**src/rtl/torus_pkg.sv**
```systemverilog
package torus_pkg;

  typedef struct packed {
    logic load;
    logic rewrite;
  } ctrlStrobe_t;

  localparam int PORT_LOCAL = 0;

  function automatic int plusPort(input int dim);
    return 1 + 2 * dim;
  endfunction

  function automatic int minusPort(input int dim);
    return 2 + 2 * dim;
  endfunction

endpackage

```
**src/rtl/torus_ctrl.sv**
```systemverilog
module torus_ctrl
  import torus_pkg::*;
(
  input  logic        clk,
  input  logic        rstN,
  input  logic        inValid,
  input  logic        inHead,
  input  logic        inTail,
  output logic        inReady,
  output logic        outValid,
  input  logic        outReady,
  output ctrlStrobe_t strobe
);

  logic inPacket;
  logic accept;

  assign inReady = !outValid || outReady;
  assign accept  = inValid && inReady;

  always_comb begin
    strobe.load    = accept && (inHead || inPacket);
    strobe.rewrite = accept && inHead;
  end

  always_ff @(posedge clk) begin
    if (!rstN) begin
      inPacket <= 1'b0;
      outValid <= 1'b0;
    end else begin
      if (strobe.load) begin
        outValid <= 1'b1;
        if (inHead) inPacket <= !inTail;
        else if (inTail) inPacket <= 1'b0;
      end else if (outReady) begin
        outValid <= 1'b0;
      end
    end
  end

  // a stalled output must close the input
  a_r11_no_ready: assert property (@(posedge clk) disable iff (!rstN)
    (outValid && !outReady) |-> !inReady);

  // a stray non-head flit leaves nothing at the output
  a_r9_drop: assert property (@(posedge clk) disable iff (!rstN)
    (accept && !inHead && !inPacket) |=> !outValid);

  // an accepted packet flit shows at the output next cycle
  a_r10_latency: assert property (@(posedge clk) disable iff (!rstN)
    (inValid && inReady && inHead) |=> outValid);

endmodule

```
**src/rtl/torus_dpath.sv**
```systemverilog
module torus_dpath
  import torus_pkg::*;
#(
  parameter int NUM_DIMS = 3,
  parameter int OFS_W    = 4,
  parameter int CRC_W    = 8,
  parameter logic [7:0] CRC_POLY = 8'h07,
  parameter int FLIT_W   = 32,
  parameter int PORT_W   = 3
) (
  input  logic              clk,
  input  logic              rstN,
  input  ctrlStrobe_t       strobe,
  input  logic [FLIT_W-1:0] inData,
  input  logic              inHead,
  input  logic              inTail,
  input  logic              outValid,
  input  logic              outReady,
  output logic [FLIT_W-1:0] outData,
  output logic              outHead,
  output logic              outTail,
  output logic [PORT_W-1:0] outPort
);

  localparam int OFS_BITS = NUM_DIMS * OFS_W;
  localparam int CRC_LSB  = OFS_BITS;

  logic [PORT_W-1:0]   routePort;
  logic [PORT_W-1:0]   lockedPort;
  logic [OFS_BITS-1:0] newOfs;
  logic [FLIT_W-1:0]   rewritten;

  function automatic logic [CRC_W-1:0] calcCrc(input logic [OFS_BITS-1:0] v);
    logic [CRC_W-1:0] c;
    logic fb;
    c = '0;
    for (int i = OFS_BITS - 1; i >= 0; i--) begin
      fb = c[CRC_W-1] ^ v[i];
      c  = {c[CRC_W-2:0], 1'b0} ^ (fb ? CRC_POLY[CRC_W-1:0] : '0);
    end
    return c;
  endfunction

  // route: first nonzero dimension wins, step its offset toward zero
  always_comb begin
    logic found;
    logic [OFS_W-1:0] ofs;
    found     = 1'b0;
    routePort = PORT_W'(PORT_LOCAL);
    newOfs    = inData[OFS_BITS-1:0];
    for (int d = 0; d < NUM_DIMS; d++) begin
      ofs = inData[d*OFS_W +: OFS_W];
      if (!found && (ofs != '0)) begin
        found = 1'b1;
        if (ofs[OFS_W-1]) begin
          routePort = PORT_W'(minusPort(d));
          newOfs[d*OFS_W +: OFS_W] = ofs + 1'b1;
        end else begin
          routePort = PORT_W'(plusPort(d));
          newOfs[d*OFS_W +: OFS_W] = ofs - 1'b1;
        end
      end
    end
  end

  always_comb begin
    rewritten = inData;
    rewritten[OFS_BITS-1:0] = newOfs;
    rewritten[CRC_LSB +: CRC_W] = calcCrc(newOfs);
  end

  always_ff @(posedge clk) begin
    if (!rstN) begin
      outData    <= '0;
      outHead    <= 1'b0;
      outTail    <= 1'b0;
      outPort    <= '0;
      lockedPort <= '0;
    end else if (strobe.load) begin
      outHead <= inHead;
      outTail <= inTail;
      if (strobe.rewrite) begin
        outData    <= rewritten;
        outPort    <= routePort;
        lockedPort <= routePort;
      end else begin
        outData <= inData;
        outPort <= lockedPort;
      end
    end
  end

  // stalled output holds every field
  a_r11_hold: assert property (@(posedge clk) disable iff (!rstN)
    (outValid && !outReady) |=> (outValid && $stable(outData) &&
      $stable(outPort) && $stable(outHead) && $stable(outTail)));

  // a head sent to the host carries all-zero offsets
  a_r5_local_zero: assert property (@(posedge clk) disable iff (!rstN)
    (outValid && outHead && outPort == PORT_W'(PORT_LOCAL)) |->
      (outData[OFS_BITS-1:0] == '0));

  // a head leaving on dimension d has every lower dimension resolved
  for (genvar d = 1; d < NUM_DIMS; d++) begin : g_order
    a_r3_order: assert property (@(posedge clk) disable iff (!rstN)
      (outValid && outHead && (outPort == PORT_W'(plusPort(d)) ||
        outPort == PORT_W'(minusPort(d)))) |-> (outData[d*OFS_W-1:0] == '0));
  end

endmodule

```
**src/rtl/torus_router.sv**
```systemverilog
module torus_router
  import torus_pkg::*;
#(
  parameter int NUM_DIMS = 3,
  parameter int OFS_W    = 4,
  parameter int CRC_W    = 8,
  parameter int FLIT_W   = 32,
  localparam int PORT_W  = $clog2(2 * NUM_DIMS + 1)
) (
  input  logic              clk,
  input  logic              rstN,
  input  logic              inValid,
  output logic              inReady,
  input  logic [FLIT_W-1:0] inData,
  input  logic              inHead,
  input  logic              inTail,
  output logic              outValid,
  input  logic              outReady,
  output logic [FLIT_W-1:0] outData,
  output logic              outHead,
  output logic              outTail,
  output logic [PORT_W-1:0] outPort
);

  ctrlStrobe_t strobe;

  torus_ctrl u_ctrl (
    .clk      (clk),
    .rstN     (rstN),
    .inValid  (inValid),
    .inHead   (inHead),
    .inTail   (inTail),
    .inReady  (inReady),
    .outValid (outValid),
    .outReady (outReady),
    .strobe   (strobe)
  );

  torus_dpath #(
    .NUM_DIMS (NUM_DIMS),
    .OFS_W    (OFS_W),
    .CRC_W    (CRC_W),
    .FLIT_W   (FLIT_W),
    .PORT_W   (PORT_W)
  ) u_dpath (
    .clk      (clk),
    .rstN     (rstN),
    .strobe   (strobe),
    .inData   (inData),
    .inHead   (inHead),
    .inTail   (inTail),
    .outValid (outValid),
    .outReady (outReady),
    .outData  (outData),
    .outHead  (outHead),
    .outTail  (outTail),
    .outPort  (outPort)
  );

endmodule

```
**config.mk**
```make
export PLATFORM = sky130hd
export DESIGN_NAME = torus_router
export DESIGN_NICKNAME = d
export VERILOG_FILES = /design/src/rtl/torus_pkg.sv /design/src/rtl/torus_ctrl.sv /design/src/rtl/torus_dpath.sv /design/src/rtl/torus_router.sv
export SDC_FILE = /design/constraint.sdc
export NUM_CORES = 1
export LEC_CHECK = 0
export ABC_AREA = 1
export ABC_CLOCK_PERIOD_IN_PS = 3010
export CORE_AREA = 2 2 77 79
export DETAILED_ROUTE_END_ITERATION = 16
export DIE_AREA = 0 0 79 81
export PLACE_DENSITY = 0.79
export SYNTH_ARGS = -nofsm -noshare
export SYNTH_HDL_FRONTEND = slang
export SYNTH_SLANG_ARGS = --single-unit
```
**constraint.sdc**
```tcl
create_clock -name clk -period 3.01 [get_ports clk]
set_input_delay 0.903 -clock clk [delete_from_list [all_inputs] [get_ports clk]]
set_output_delay 0.903 -clock clk [all_outputs]
set_load 0.005 [all_outputs]
```
==> results by group <==
Run status
  • Outcome: finished, final reports clean

Route
  • DRC violations left: 0
  • Via density: 5.14
  • Vias: 2903
  • Post-DRT Antenna Nets: 0
  • First DRT Iteration DRCs: 127
  • Total Wirelength: 7520 µm
  • Wirelength per Cell: 13.3 µm
  • First-pass DRT Iterations: 4

Synthesis
  • Async S/R FF share, synth: 0%
  • Yosys cell types: 38
  • Post-synth top flop: dfxtp_1
  • Sequential share of the synthesized area: 30.2%
  • Post-synth EDFFs: 0
  • Synth Register Bits: 39
  • Syn Std Cell Area: 2580 µm²
  • Ys Warns: 0
  • Syn nets: 426
  • Synthesized instance count: 376
  • Avg Cell Area, Syn: 6.87 µm²

Finish
  • Share of cells above drive strength 1: 20.8%
  • Post-layout util: 68.5%
  • Area Overhead vs Synth: 50.5%
  • Most frequent cells in the layout: nand2_1, clkdlybuf4s50_1, buf_4
  • Most common cell after layout, fill and taps aside: nand2_1
  • Fillers: 491
  • # nets final: 539
  • Final cell count without fillers: 565
  • N_diodes: 0

STA
  • Fmax: 346 MHz
  • Crit share post-route: 96.0%
  • Worst slew pin tran: 0.496 ns
  • Pins Over Slew Limit: 0
  • Fin worst setup slack: 0.121 ns
  • Final setup skew: 0.00384 ns
  • Final hold vios: 0
  • Setup violators final: 0
  • Max_slew headroom: 66.7%
  • Min cycle time layout: 2.89 ns
  • RSZ-0062 raised after global routing: yes
  • Min Hold Slack: 0.467 ns

Setup path
  • Worst-path cell chain: clkdlybuf4s50_1 -> inv_1 -> nand2_1 -> clkdlybuf4s50_1
  • Critical path buffers and inverters: 3
  • Cells on worst reg2reg path: 10
  • Data arrival, critical path: 1.99 ns
  • CP max stage delay: 0.51 ns
  • Top cell by count, worst path: clkdlybuf4s50_1
  • Worst reg2reg setup slack: 1.27 ns
  • CP Max Fanout: 3
  • Critical R2R Capture: u_dpath.outData[18]$_SDFFE_PN0P_
  • Worst setup path start: outReady
  • CP delay by family, top: buffers and inverters
  • Critical path depth in cells: 4
  • Crit Path Category: in -> out
  • Critical path capture point: inReady
  • Worst Setup Start Kind: input pin
  • FF-to-FF Start: u_ctrl.outValid$_SDFFE_PN0P_
  • Req. time, crit path: 2.11 ns
  • CP max-delay cell: clkdlybuf4s50_1
  • Worst Setup End Kind: primary output

Die
  • Io pins: 77
  • Core Rows: 28
  • Die Wd: 79 µm
  • Die Y: 81 µm
  • Starting Density: 45.5%
  • Core area: 5680 µm²
  • Area of the die: 6400 µm²

Global route
  • M1 GR Usage: 29.2%
  • GRT busiest layer: met2
  • Grt total ovfl: 0
  • M3 GR Usage: 4.89%
  • Largest net degree at the start of global routing: 24
  • Total GRT Usage: 23.7%
  • First-pass GRT wire length: 12200 µm
  • Vias in the first global route: 2724
  • Initial antenna violation count: 0
  • M2 GR Usage: 42.1%

Power and ir drop
  • Share of total power in the clock network: 29.7%
  • Int Pwr: 1.06 mW
  • Switching part of the total: 31.3%
  • Combinational share of power: 33.0%
  • PD cells: 397 nW/µm²
  • Pleak: 1.77 nW
  • Design Power: 1.54 mW
  • Seq pwr share: 37.3%
  • Switch Pwr: 0.484 mW
  • Max VDD drop: 0.271 mV

Clocking
  • CTS tree: built
  • Deepest clock path buffer count: 2
  • Clock Latency Late Sink: 0.30 ns
  • Clk slew on worst S/H paths: 0.08 ns
  • CTS Buf Count: 5
  • Hold Buf Count CTS: 0
  • Clock sinks: 39
  • # H-tree levels: 2
  • Cts repair resizes: 0
  • Clk root buf: clkbuf_8
  • Post-CTS setup buffer count: 0

Place
  • Buffers added on ports: 76
  • DP Cell Count: 557
  • RD Place Congestion: 0.896
  • Worst slack at placement: -0.230 ns
  • Post-DP HPWL: 5700 µm

Hold path
  • Worst min path class: reg -> reg

Run
  • Max_cap viols: 0
routing by layer:
| metal | up-vias | wire length [µm] | share of wire, % |
|---|---|---|---|
| met2 | 85 | 3910 | 52 |
| met1 | 1357 | 3150 | 42 |
| met5 | - | 0 | 0 |
| li1 | 1448 | - | - |
| met3 | 13 | 354 | 4.7 |
| met4 | 0 | 111 | 1.5 |
registers in the layout, summed over array words and instances, names as in the netlist:
register         count
u_dpath.outData     32
u_dpath.outPort      3
u_ctrl.outValid      1
u_ctrl.inPacket      1
u_dpath.outTail      1
u_dpath.outHead      1
synth_stat cells, types with 4 or more instances:
| master | number | area (µm²) |
|---|---|---|
| a21oi_1 | 30 | 150 |
| buf_2 | 4 | 20.0 |
| clkbuf_1 | 9 | 33.8 |
| dfxtp_1 | 39 | 781 |
| ha_1 | 9 | 113 |
| inv_1 | 28 | 105 |
| inv_2 | 11 | 41.3 |
| nand2_1 | 113 | 424 |
| nand2_2 | 8 | 50.1 |
| nand3_1 | 27 | 135 |
| nor2_1 | 13 | 48.8 |
| o21a_1 | 4 | 30.0 |
| o21ai_0 | 38 | 190 |
| xor2_1 | 4 | 35.0 |
final cells by class:
class / count / area, µm² / share of cell area, %
inverter: 42 / 163 / 4.19
clock inverter: 3 / 43.8 / 1.13
multi-input combinational: 282 / 1650 / 42.5
clock buffer: 5 / 68.8 / 1.77
timing repair buffer: 119 / 1090 / 27.9
tap: 75 / 93.8 / 2.41
sequential: 39 / 781 / 20.1
power by group through the flow:
| stage | combinational [mW] | clock, mW | sequential, mW |
|---|---|---|---|
| final | 0.510 | 0.458 | 0.577 |
| after global placement | 0.481 | 0 | 0.587 |
| after CTS | 0.496 | 0.459 | 0.576 |
| after floorplan | 0.248 | 0 | 0.590 |
| after global routing | 0.563 | 0.481 | 0.581 |
| after detailed placement | 0.492 | 0 | 0.588 |
stage by stage:
| stage | instance area (µm²) | setup TNS, ns |
|---|---|---|
| global route | 3890 | -0.0183 |
| finish | 3890 | 0 |
| detailed placement | 3710 | -1.10 |
| global placement | 3710 | -0.792 |
| CTS | 3820 | 0 |
| floorplan | 2580 | 0 |
worst min path at each step:
stage / to / cells after the start / slack (ns) / start
after CTS: u_dpath.outData[21]$_SDFFE_PN0P_ / 2 / 0.47 / u_dpath.outData[21]$_SDFFE_PN0P_
final: u_dpath.outData[21]$_SDFFE_PN0P_ / 2 / 0.47 / u_dpath.outData[21]$_SDFFE_PN0P_
after detailed placement: u_dpath.outTail$_SDFFE_PN0P_ / 2 / 0.46 / u_dpath.outTail$_SDFFE_PN0P_
after global placement: u_dpath.outData[22]$_SDFFE_PN0P_ / 2 / 0.45 / u_dpath.outData[22]$_SDFFE_PN0P_
after global routing: u_dpath.outData[22]$_SDFFE_PN0P_ / 2 / 0.49 / u_dpath.outData[22]$_SDFFE_PN0P_
after floorplan: u_ctrl.inPacket$_SDFFE_PN0P_ / 2 / 0.45 / u_ctrl.inPacket$_SDFFE_PN0P_
worst register-to-register path, stage by stage (launching register included):
cell and delay (ns):
dfxtp_1 0.32, nand2_1 0.10, nand2_1 0.08, inv_1 0.08, nand2_1 0.08, inv_2 0.18, nor2_1 0.11, inv_2 0.17
buf_4 0.23, o21ai_0 0.11, a211oi_2 0.20
cells by family (layout without fill, tap and decap cells):
| family | after synthesis | after routing | synth area share, % |
|---|---|---|---|
| AOI/OAI and AO/OA | 87 | 87 | 19.3 |
| xor gates and xnor gates | 8 | 8 | 3.00 |
| adders and majority gates | 12 | 12 | 6.69 |
| buffers and inverters | 55 | 169 | 8.38 |
| DFF | 39 | 39 | 30.2 |
| and+or+nand+nor | 175 | 175 | 32.4 |
Power figures use the tool's default switching activity.
